### config.mk
export PLATFORM = sky130hd
export DESIGN_NAME = core_cfg_regs
export DESIGN_NICKNAME = d
export VERILOG_FILES = /design/src/rtl/ccfg_pkg.sv /design/src/rtl/ccfg_decode.sv /design/src/rtl/ccfg_store.sv /design/src/rtl/ccfg_launch.sv /design/src/rtl/core_cfg_regs.sv
export SDC_FILE = /design/constraint.sdc
export NUM_CORES = 1
export LEC_CHECK = 0
export BUFFER_PORTS_ARGS = -buffer_cell sky130_fd_sc_hd__buf_2
export CAP_MARGIN = 20
export CORE_MARGIN = 5
export CORE_UTILIZATION = 53
export CTS_BUF_LIST = sky130_fd_sc_hd__clkbuf_8
export DETAILED_ROUTE_END_ITERATION = 12
export GPL_TIMING_DRIVEN = 0
export PLACE_DENSITY = 0.86
export SLEW_MARGIN = 20
export SYNTH_ARGS = -nofsm -noshare
export SYNTH_HDL_FRONTEND = slang
export SYNTH_HIERARCHICAL = 1
export SYNTH_SLANG_ARGS = --single-unit
### constraint.sdc
create_clock -name clk -period 1.7 [get_ports clk]
set_input_delay 0.34 -clock clk [delete_from_list [all_inputs] [get_ports clk]]
set_output_delay 0.34 -clock clk [all_outputs]
set_load 0.03 [all_outputs]
### src/rtl/ccfg_pkg.sv
package ccfg_pkg;

  typedef enum logic [3:0] {
    K_CLUSTER_RST,
    K_CORE_RST,
    K_CORE_CTRL,
    K_CORE_STAT,
    K_CLK_GATE,
    K_GEN_CTRL,
    K_STANDBY,
    K_ENTRY,
    K_UNIMP,
    K_NONE
  } reg_kind_e;

  localparam int unsigned OFS_CLUSTER_RST = 'h000;
  localparam int unsigned OFS_SYS_RST     = 'h140;
  localparam int unsigned OFS_CLK_GATE    = 'h144;
  localparam int unsigned OFS_GEN_CTRL    = 'h184;
  localparam int unsigned OFS_STANDBY     = 'h1A0;
  localparam int unsigned OFS_ENTRY       = 'h1A4;
  localparam int unsigned OFS_DEBUG       = 'h1E4;
  localparam int unsigned OFS_TMR_CTRL    = 'h280;
  localparam int unsigned OFS_TMR_LO      = 'h284;
  localparam int unsigned OFS_TMR_HI      = 'h288;

  localparam int unsigned CORE_BASE   = 'h040;
  localparam int unsigned CORE_STRIDE = 'h040;
  localparam int unsigned CORE_CTRL_D = 4;
  localparam int unsigned CORE_STAT_D = 8;

  localparam logic [31:0] VAL_CLUSTER_RST = 32'h0000_0001;
  localparam logic [31:0] VAL_CORE_RST    = 32'h0000_0003;
  localparam logic [31:0] VAL_CORE_STAT   = 32'h0000_0001;
  localparam logic [31:0] VAL_CLK_GATE    = 32'h0000_010F;

endpackage

### src/rtl/ccfg_decode.sv
module ccfg_decode
  import ccfg_pkg::*;
#(
  parameter int NUM_CORES = 4,
  parameter int ADDR_W    = 10,
  localparam int IDX_W    = (NUM_CORES > 1) ? $clog2(NUM_CORES) : 1
) (
  input  logic [ADDR_W-1:0] addr,
  output reg_kind_e         kind,
  output logic [IDX_W-1:0]  core_idx
);

  always_comb begin
    kind     = K_NONE;
    core_idx = '0;
    unique case (addr)
      ADDR_W'(OFS_CLUSTER_RST),
      ADDR_W'(OFS_SYS_RST):  kind = K_CLUSTER_RST;
      ADDR_W'(OFS_CLK_GATE): kind = K_CLK_GATE;
      ADDR_W'(OFS_GEN_CTRL): kind = K_GEN_CTRL;
      ADDR_W'(OFS_STANDBY):  kind = K_STANDBY;
      ADDR_W'(OFS_ENTRY):    kind = K_ENTRY;
      ADDR_W'(OFS_DEBUG),
      ADDR_W'(OFS_TMR_CTRL),
      ADDR_W'(OFS_TMR_LO),
      ADDR_W'(OFS_TMR_HI):   kind = K_UNIMP;
      default:               kind = K_NONE;
    endcase
    // Per-core slots; the loop index is the core number, i.e. (offset - base) >> 6.
    for (int i = 0; i < NUM_CORES; i++) begin
      if (addr == ADDR_W'(CORE_BASE + i * CORE_STRIDE)) begin
        kind     = K_CORE_RST;
        core_idx = IDX_W'(i);
      end
      if (addr == ADDR_W'(CORE_BASE + i * CORE_STRIDE + CORE_CTRL_D)) begin
        kind     = K_CORE_CTRL;
        core_idx = IDX_W'(i);
      end
      if (addr == ADDR_W'(CORE_BASE + i * CORE_STRIDE + CORE_STAT_D)) begin
        kind     = K_CORE_STAT;
        core_idx = IDX_W'(i);
      end
    end
  end

endmodule

### src/rtl/ccfg_store.sv
module ccfg_store
  import ccfg_pkg::*;
#(
  parameter int          DATA_W       = 32,
  parameter logic [31:0] GEN_CTRL_RST = 32'h0000_0020
) (
  input  logic              clk,
  input  logic              rst_n,
  input  logic              wr_en,
  input  reg_kind_e         kind,
  input  logic [DATA_W-1:0] wdata,
  output logic [DATA_W-1:0] gen_ctrl_q,
  output logic [DATA_W-1:0] standby_q,
  output logic [DATA_W-1:0] entry_q
);

  logic [DATA_W-1:0] gen_ctrl_d, standby_d, entry_d;
  logic              gen_en, standby_en, entry_en;

  always_comb begin
    gen_en     = wr_en && (kind == K_GEN_CTRL);
    standby_en = wr_en && (kind == K_STANDBY);
    entry_en   = wr_en && (kind == K_ENTRY);
    gen_ctrl_d = gen_en     ? wdata : gen_ctrl_q;
    standby_d  = standby_en ? wdata : standby_q;
    entry_d    = entry_en   ? wdata : entry_q;
  end

  always_ff @(posedge clk or negedge rst_n) begin
    if (!rst_n) begin
      gen_ctrl_q <= DATA_W'(GEN_CTRL_RST);
      standby_q  <= '0;
      entry_q    <= '0;
    end else begin
      gen_ctrl_q <= gen_ctrl_d;
      standby_q  <= standby_d;
      entry_q    <= entry_d;
    end
  end

endmodule

### src/rtl/ccfg_launch.sv
module ccfg_launch #(
  parameter int NUM_CORES = 4,
  parameter int DATA_W    = 32,
  localparam int IDX_W    = (NUM_CORES > 1) ? $clog2(NUM_CORES) : 1
) (
  input  logic              clk,
  input  logic              rst_n,
  input  logic              fire,
  input  logic [IDX_W-1:0]  core_idx,
  input  logic [DATA_W-1:0] entry,
  output logic [NUM_CORES-1:0] boot_req,
  output logic [DATA_W-1:0] boot_addr
);

  logic [NUM_CORES-1:0] req_d;
  logic [DATA_W-1:0]    addr_d;

  always_comb begin
    req_d = '0;
    for (int i = 0; i < NUM_CORES; i++) begin
      req_d[i] = fire && (core_idx == IDX_W'(i));
    end
    addr_d = fire ? entry : boot_addr;
  end

  always_ff @(posedge clk or negedge rst_n) begin
    if (!rst_n) begin
      boot_req  <= '0;
      boot_addr <= '0;
    end else begin
      boot_req  <= req_d;
      boot_addr <= addr_d;
    end
  end

endmodule

### src/rtl/core_cfg_regs.sv
module core_cfg_regs
  import ccfg_pkg::*;
#(
  parameter int          NUM_CORES    = 4,
  parameter int          ADDR_W       = 10,
  parameter int          DATA_W       = 32,
  parameter logic [1:0]  BOOT_EL      = 2'd3,
  parameter logic [31:0] GEN_CTRL_RST = 32'h0000_0020,
  localparam int         BE_W         = DATA_W / 8,
  localparam int         IDX_W        = (NUM_CORES > 1) ? $clog2(NUM_CORES) : 1
) (
  input  logic                 clk,
  input  logic                 rst_n,
  input  logic                 bus_valid,
  output logic                 bus_ready,
  input  logic                 bus_write,
  input  logic [ADDR_W-1:0]    bus_addr,
  input  logic [BE_W-1:0]      bus_be,
  input  logic [DATA_W-1:0]    bus_wdata,
  output logic                 rsp_valid,
  output logic [DATA_W-1:0]    rsp_rdata,
  output logic [NUM_CORES-1:0] boot_req,
  output logic [DATA_W-1:0]    boot_addr,
  output logic [1:0]           boot_el,
  output logic                 unimp_pulse,
  output logic                 range_err_pulse,
  output logic                 size_err_pulse
);

  reg_kind_e         kind;
  logic [IDX_W-1:0]  core_idx;
  logic [DATA_W-1:0] gen_ctrl_q, standby_q, entry_q;
  logic              accept, full_word, wr_ok, fire;
  logic [DATA_W-1:0] rd_mux;
  logic              rdy_d, rsp_valid_d, unimp_d, range_d, size_d;
  logic [DATA_W-1:0] rdata_d;

  ccfg_decode #(.NUM_CORES(NUM_CORES), .ADDR_W(ADDR_W)) u_dec (
    .addr     (bus_addr),
    .kind     (kind),
    .core_idx (core_idx)
  );

  always_comb begin
    accept    = bus_valid && bus_ready;
    full_word = (bus_be == {BE_W{1'b1}});
    wr_ok     = accept && bus_write && full_word;
    fire      = wr_ok && (kind == K_CORE_RST) && (bus_wdata != '0);
  end

  ccfg_store #(.DATA_W(DATA_W), .GEN_CTRL_RST(GEN_CTRL_RST)) u_store (
    .clk        (clk),
    .rst_n      (rst_n),
    .wr_en      (wr_ok),
    .kind       (kind),
    .wdata      (bus_wdata),
    .gen_ctrl_q (gen_ctrl_q),
    .standby_q  (standby_q),
    .entry_q    (entry_q)
  );

  ccfg_launch #(.NUM_CORES(NUM_CORES), .DATA_W(DATA_W)) u_launch (
    .clk       (clk),
    .rst_n     (rst_n),
    .fire      (fire),
    .core_idx  (core_idx),
    .entry     (entry_q),
    .boot_req  (boot_req),
    .boot_addr (boot_addr)
  );

  assign boot_el = BOOT_EL;

  // Read value for a full-word access, before any write of this cycle.
  always_comb begin
    unique case (kind)
      K_CLUSTER_RST: rd_mux = DATA_W'(VAL_CLUSTER_RST);
      K_CORE_RST:    rd_mux = DATA_W'(VAL_CORE_RST);
      K_CORE_STAT:   rd_mux = DATA_W'(VAL_CORE_STAT);
      K_CLK_GATE:    rd_mux = DATA_W'(VAL_CLK_GATE);
      K_GEN_CTRL:    rd_mux = gen_ctrl_q;
      K_STANDBY:     rd_mux = standby_q;
      K_ENTRY:       rd_mux = entry_q;
      default:       rd_mux = '0;
    endcase
  end

  // Response next-state.
  always_comb begin
    rdy_d       = 1'b1;
    rsp_valid_d = accept;
    rdata_d     = (accept && !bus_write && full_word) ? rd_mux : '0;
    size_d      = accept && !full_word;
    unimp_d     = accept && full_word && (kind == K_UNIMP);
    range_d     = accept && full_word && (kind == K_NONE);
  end

  always_ff @(posedge clk or negedge rst_n) begin
    if (!rst_n) begin
      bus_ready       <= 1'b0;
      rsp_valid       <= 1'b0;
      rsp_rdata       <= '0;
      unimp_pulse     <= 1'b0;
      range_err_pulse <= 1'b0;
      size_err_pulse  <= 1'b0;
    end else begin
      bus_ready       <= rdy_d;
      rsp_valid       <= rsp_valid_d;
      rsp_rdata       <= rdata_d;
      unimp_pulse     <= unimp_d;
      range_err_pulse <= range_d;
      size_err_pulse  <= size_d;
    end
  end

endmodule

# After elaboration in Yosys (flattened, before gate mapping)
# Index checks and enable logic that the tools add are counted.
# word_totals
output_inout_bits	75
ff_bits	169
# op_classes
n_reduce_logical	27
muxes	24
n_eq_ne	33
# ops
cell	n
one-hot mux 32 bit (6 select lines)	1
== test 10 x 9 -> 1 bit, second input constant	9
== test 10 x 8 -> 1 bit, second input constant	6
two-way mux 4 bit	12
two-way mux 32 bit	1
nonzero test 32 bit	1
== test 10 bit, second input constant	3
== test 10 x 7 -> 1 bit, second input constant	3
one-hot mux 4 bit (6 select lines)	1
logical AND 1 bit	18
== test 4 x 3 -> 1 bit, second input constant	4
== test 4 bit, second input constant	3
two-way mux 2 bit	6
zero test 10 bit	1
== test 2 bit, second input constant	2
== test 4 x 1 -> 1 bit, second input constant	1
== test 4 x 2 -> 1 bit, second input constant	1
zero test 4 bit	1
OR reduction 2 bit	2
OR reduction 4 bit	1
two-way mux 1 bit	3
== test 2 x 1 -> 1 bit, second input constant	1
zero test 1 bit	2
zero test 2 bit	1

# Logic depth before layout (Yosys ltp)
# depth
word_depth	19
ltp_mapped	13
ltp_nobuf	9

# Hierarchy
# Netlist, hierarchy kept.
# by_module_without_submodules
mod	seq_area_each_um2	area_per_inst_um2	instances	cells_each
ccfg_store	2403.6	3861.2	1	207
core_cfg_regs	925.9	1701.6	1	161
ccfg_launch	900.9	1452.6	1	76
ccfg_decode	0.0	417.9	1	64

# Least setup slack after synthesis
# Ideal clock, no wire load.
# synth_path
kind	input to register
from	input port bus_addr[7]
to	register u_launch.boot_addr[20]
t_required_ns	1.575
n_path_buf	4
cell_stages	13
setup_slack_ns	-1.115
arrival_time_ns	2.690
cell_sequence	buf_6 nand2b_1 nor2_1 a21oi_1 o311ai_1 o21bai_1 buf_2 nand2b_1 or3_1 nor4_1 buf_6 buf_6 mux2_4
# synth_via
elab_chain_cells	18
elab_cells_between_ends	40
# synth_lines
item	line	rtl
start: declaration	core_cfg_regs.sv:17	input logic [ADDR_W-1:0] bus_addr,
== test 10 x 9 -> 1 bit, or another cell as far along	ccfg_decode.sv:16	unique case (addr)
OR reduction 4 bit / OR reduction 2 bit (equally long branches)	ccfg_decode.sv:16	
one-hot mux 4 bit (6 select lines)	ccfg_decode.sv:16	
two-way mux 4 bit	ccfg_decode.sv:31	if (addr == ADDR_W'(CORE_BASE + i * CORE_STRIDE)) begin
two-way mux 4 bit	ccfg_decode.sv:35	if (addr == ADDR_W'(CORE_BASE + i * CORE_STRIDE + CORE_CTRL_D)) begin
two-way mux 4 bit	ccfg_decode.sv:39	if (addr == ADDR_W'(CORE_BASE + i * CORE_STRIDE + CORE_STAT_D)) begin
two-way mux 4 bit	ccfg_decode.sv:31	
two-way mux 4 bit	ccfg_decode.sv:35	
[... 3 more ...]	-	
two-way mux 4 bit	ccfg_decode.sv:39	
two-way mux 4 bit	ccfg_decode.sv:31	
two-way mux 4 bit	ccfg_decode.sv:35	
two-way mux 4 bit (*)	ccfg_decode.sv:39	
via kind[0]	core_cfg_regs.sv:30	reg_kind_e kind;
== test 4 x 1 -> 1 bit (*)	core_cfg_regs.sv:48	fire = wr_ok && (kind == K_CORE_RST) && (bus_wdata != '0);
logical AND 1 bit (*) (2 in series)	core_cfg_regs.sv:48	
via fire	core_cfg_regs.sv:33	logic accept, full_word, wr_ok, fire;
end signal: assignment	ccfg_launch.sv:32	boot_addr <= addr_d;
end: declaration	ccfg_launch.sv:12	output logic [DATA_W-1:0] boot_addr
# Mark *: on every way through the listed nets, which the timed path passes. The rest lies on a longest branch.
# A chain may end at the register's enable or synchronous reset.

# Worst setup path in the final report
# layout_path
from	input port bus_addr[6]
to	register u_launch.boot_addr[3]
# Same word-level chain as after synthesis.

==> out/results.txt <==
outcome = complete, but fails checks
violated checks = negative setup slack
DR vias = 5522
placed instance area = 8438 um^2
number of antenna violations at the first check in global routing = 0
routed wire length = 23210 um
required time reported for the critical path endpoint = 2.07 ns
type of the tightest min-delay check = input pin to register
post-layout total power = 7.162 mW
final worst clock skew = 0.01841 ns
vias in the first global route = 5701
PnR worst setup slack = -0.7965 ns
final critical-path required period = 2.496 ns
area of the multi-input gates = 3451 um^2
antenna diode count = 0
combined buffer and inverter count along the critical path = 6
placer congestion estimate = 0.8499
wire length of the first global-routing pass = 31400 um
worst voltage drop across the vdd grid = 0.5967 mV
total CTS buffers = 17
clock slew seen by the registers of the worst setup and hold paths = 0.10 ns
arrival time worst endpoint = 2.86 ns
worst hold endpoint = rsp_valid
maximum number of pins on one net before global-route repair = 91
largest delay contributor family on the critical path = simple AND/OR/NAND/NOR gates
top achievable clock speed = 0.4006 GHz
number of hold-slack violations in the final timing report = 0
number of synthesized register bits = 169
max-capacitance violation count = 0
cell depth of the worst min-delay path = 3
Finish-stage setup viols = 166
global-route congestion overflow total = 0
commonest cells after routing, fill and taps aside = dfrtp_1 (168), mux2_4 (127), buf_2 (118)
average wire per cell in the routed design = 25.06 um
Post-Synthesis Cells = 508
count of cells along the worst register-to-register path = 7
flip-flop cell with the highest count after synthesis = dfrtp_1
most frequent cell on the critical path = buf_6
worst hold start = bus_valid
post-synthesis cell type count = 56
Initial Util = 53.76%
post-synthesis instance area = 7433 um^2
post-synthesis async set-or-reset flop share = 100.0%
maximum count of clock buffers along a single path = 2
clock insertion delay at the later pin of the skew report = 0.48 ns
placement-stage worst setup slack = -1.671 ns
unrepaired setup endpoints after global routing = true
DR DRC count = 0
H-tree depth = 4
ratio of routed vias to standard cells = 5.963
violation count after the first detailed-route iteration = 642
dominant cells by area after synthesis = dfrtp_1 (57%), mux2_4 (17%), mux2_2 (6.1%)
sequential share of the synthesized area = 56.91%
share of the synthesized area in the top cell type = 56.56%
combined flip-flop and latch cell area = 4230 um^2
Power Density = 679.4 nW/um^2
slack of the worst reg-to-reg path = -0.46 ns
CTS tree = done
Antenna Nets Post-Route = 0
Critical R2R Launch = bus_ready
first-pass detailed-route iteration total = 7
Max Slew Vio Count = 0
synthesized area per cell = 14.63 um^2
Die Ht = 128.4 um
half-perimeter wire length of the detailed placement result = 11710 um
Crit Path Class = input pin to register
All-Layer GR Usage = 24.69%
highest net fanout along the worst path = 8
final design utilization = 76.24%
die footprint = 16490 um^2
final cell area excluding filler cells = 10540 um^2
x dimension of the die = 128.4 um
critical path startpoint category = input pin
CP Capture Type = register
Max-Slew Margin vs Limit = 57.45%
TNS Setup = -102.56 ns
final worst path period share = 146.9%
Tightest Pin Transition = 0.6383 ns
number of port buffers = 120
layout overhead on the synthesized area = 41.81%
cell taking the most area after synthesis = dfrtp_1
endpoint of the worst-slack reg-to-reg timing path = u_store/standby_q[24]
num rows = 43
number of clock sinks = 169
commonest non-fill, non-tap cell in the layout = dfrtp_1
share of layout cells above drive strength 1 = 62.33%
num ports = 125
longest individual stage delay on the worst path = 0.42 ns
number of nets in the layout = 783
worst path cell trace = buf_8, buf_6, nand2b_4, buf_6, nor2_4, a21oi_2, nor4_4, a311oi_4, buf_4, or3_4, nor4_4, buf_6, clkbuf_16, mux2_4
clock root buffer master = clkbuf_8
number of flops mapped to enable cells by yosys = 0
core outline area = 13830 um^2
leakage component of the power = 5.220 nW
standard cell with the maximum stage delay on the critical path = or3_4
warnings from Yosys = 6
fillcell total = 750
power by group:
part           switching [mW]  total (mW)  leakage [nW]  internal (mW)
Combinational           0.275       0.441          2.69          0.166
Clock                    1.57        2.70         0.179           1.13
Sequential            0.00147        4.02          2.35           4.02
Total                    1.84        7.16          5.22           5.32
worst register-to-register path: cells and delay by family, from the launching register on:
family | cells | cell delay (ns)
multiplexers | 1 | 0.30
flip-flops | 1 | 0.36
buffers and inverters | 2 | 0.39
AND/OR/NAND/NOR | 4 | 0.99
logic make-up (layout without fill, tap and decap cells):
family                    count (synthesis)  in the layout  share of synthesized area, %
AOI/OAI and AO/OA                        52             52                         6.262
DFF                                     169            169                         56.91
xor gates and xnor gates                  1              1                        0.1178
and+or+nand+nor                         109            110                         7.945
other                                     1              3                       0.05045
buffers and inverters                    44            279                         4.444
muxes                                   132            132                         24.27
synthesized netlist by cell type, drive strengths merged, types with 2 or more instances:
cell type and count:
nand2 10, o22a 2, a222oi 28, nand3 5
and3b 2, nand4 4, a21oi 6, mux2i 4
clkbuf 6, and4b 2, nor4 11, buf 29
nor2 52, mux2 128, inv 9, nand2b 6
nor3b 2, o21ai 3, nor2b 5, or3 3
a211oi 3, o32ai 3, dfrtp 168, nor3 4
cell type report:
type | count | share of cell area (%)
Sequential cell | 169 | 40.13
Tap cell | 180 | 2.136
Timing Repair Buffer | 203 | 16.24
Inverter | 9 | 0.3442
Clock buffer | 17 | 2.220
Buffer | 35 | 5.104
Multi-Input combinational cell | 298 | 32.74
Clock inverter | 15 | 1.092
per-stage QoR:
step,hold slack (ns),std cells
floorplan,0.04441,510
CTS,0.07828,894
detailed placement,0.3628,811
global placement,0.4800,810
finish,0.09406,926
global route,0.08686,926
repair_timing:
action / 4_1_cts / 5_1_grt
gates cloned: 4 / 12
setup endpoints to repair: 166 / 166
hold buffers: 1 / 0
endpoints found under the hold margin: 79 / 0
buffers inserted: 46 / 22
pin swaps: 38 / 30
resized for setup: 173 / 40
how the worst max path moves through the flow:
| stage | cells past startpoint | startpoint | end | slack [ns] |
|---|---|---|---|---|
| floorplan | 13 | bus_addr[7] | u_launch/boot_addr[0] | -0.87 |
| global placement | 1 | rst_n | rsp_rdata[26] | -2.03 |
| detailed placement | 10 | bus_addr[1] | rsp_rdata[29] | -1.67 |
| CTS | 14 | bus_addr[6] | u_launch/boot_addr[8] | -0.53 |
| global route | 14 | bus_addr[6] | u_launch/boot_addr[3] | -0.78 |
| finish | 14 | bus_addr[6] | u_launch/boot_addr[3] | -0.80 |
flip-flops by register name (all words and copies together) (netlist names):
name / flops
rsp_rdata: 32
u_launch/boot_addr: 32
u_store/entry_q: 32
u_store/gen_ctrl_q: 32
u_store/standby_q: 32
u_launch/boot_req: 4
bus_ready: 1
range_err_pulse: 1
rsp_valid: 1
size_err_pulse: 1
unimp_pulse: 1
per-layer routing:
layer  GRT usage (%)  vias to the layer above  wire [um]
met5               0                        -          0
met4           8.864                        0        936
met3           6.144                       74       1651
met2           41.19                      308      11210
met1           31.47                     2828       9415
li1                -                     2312          -
Note: power is estimated with default switching activity, not from simulation.
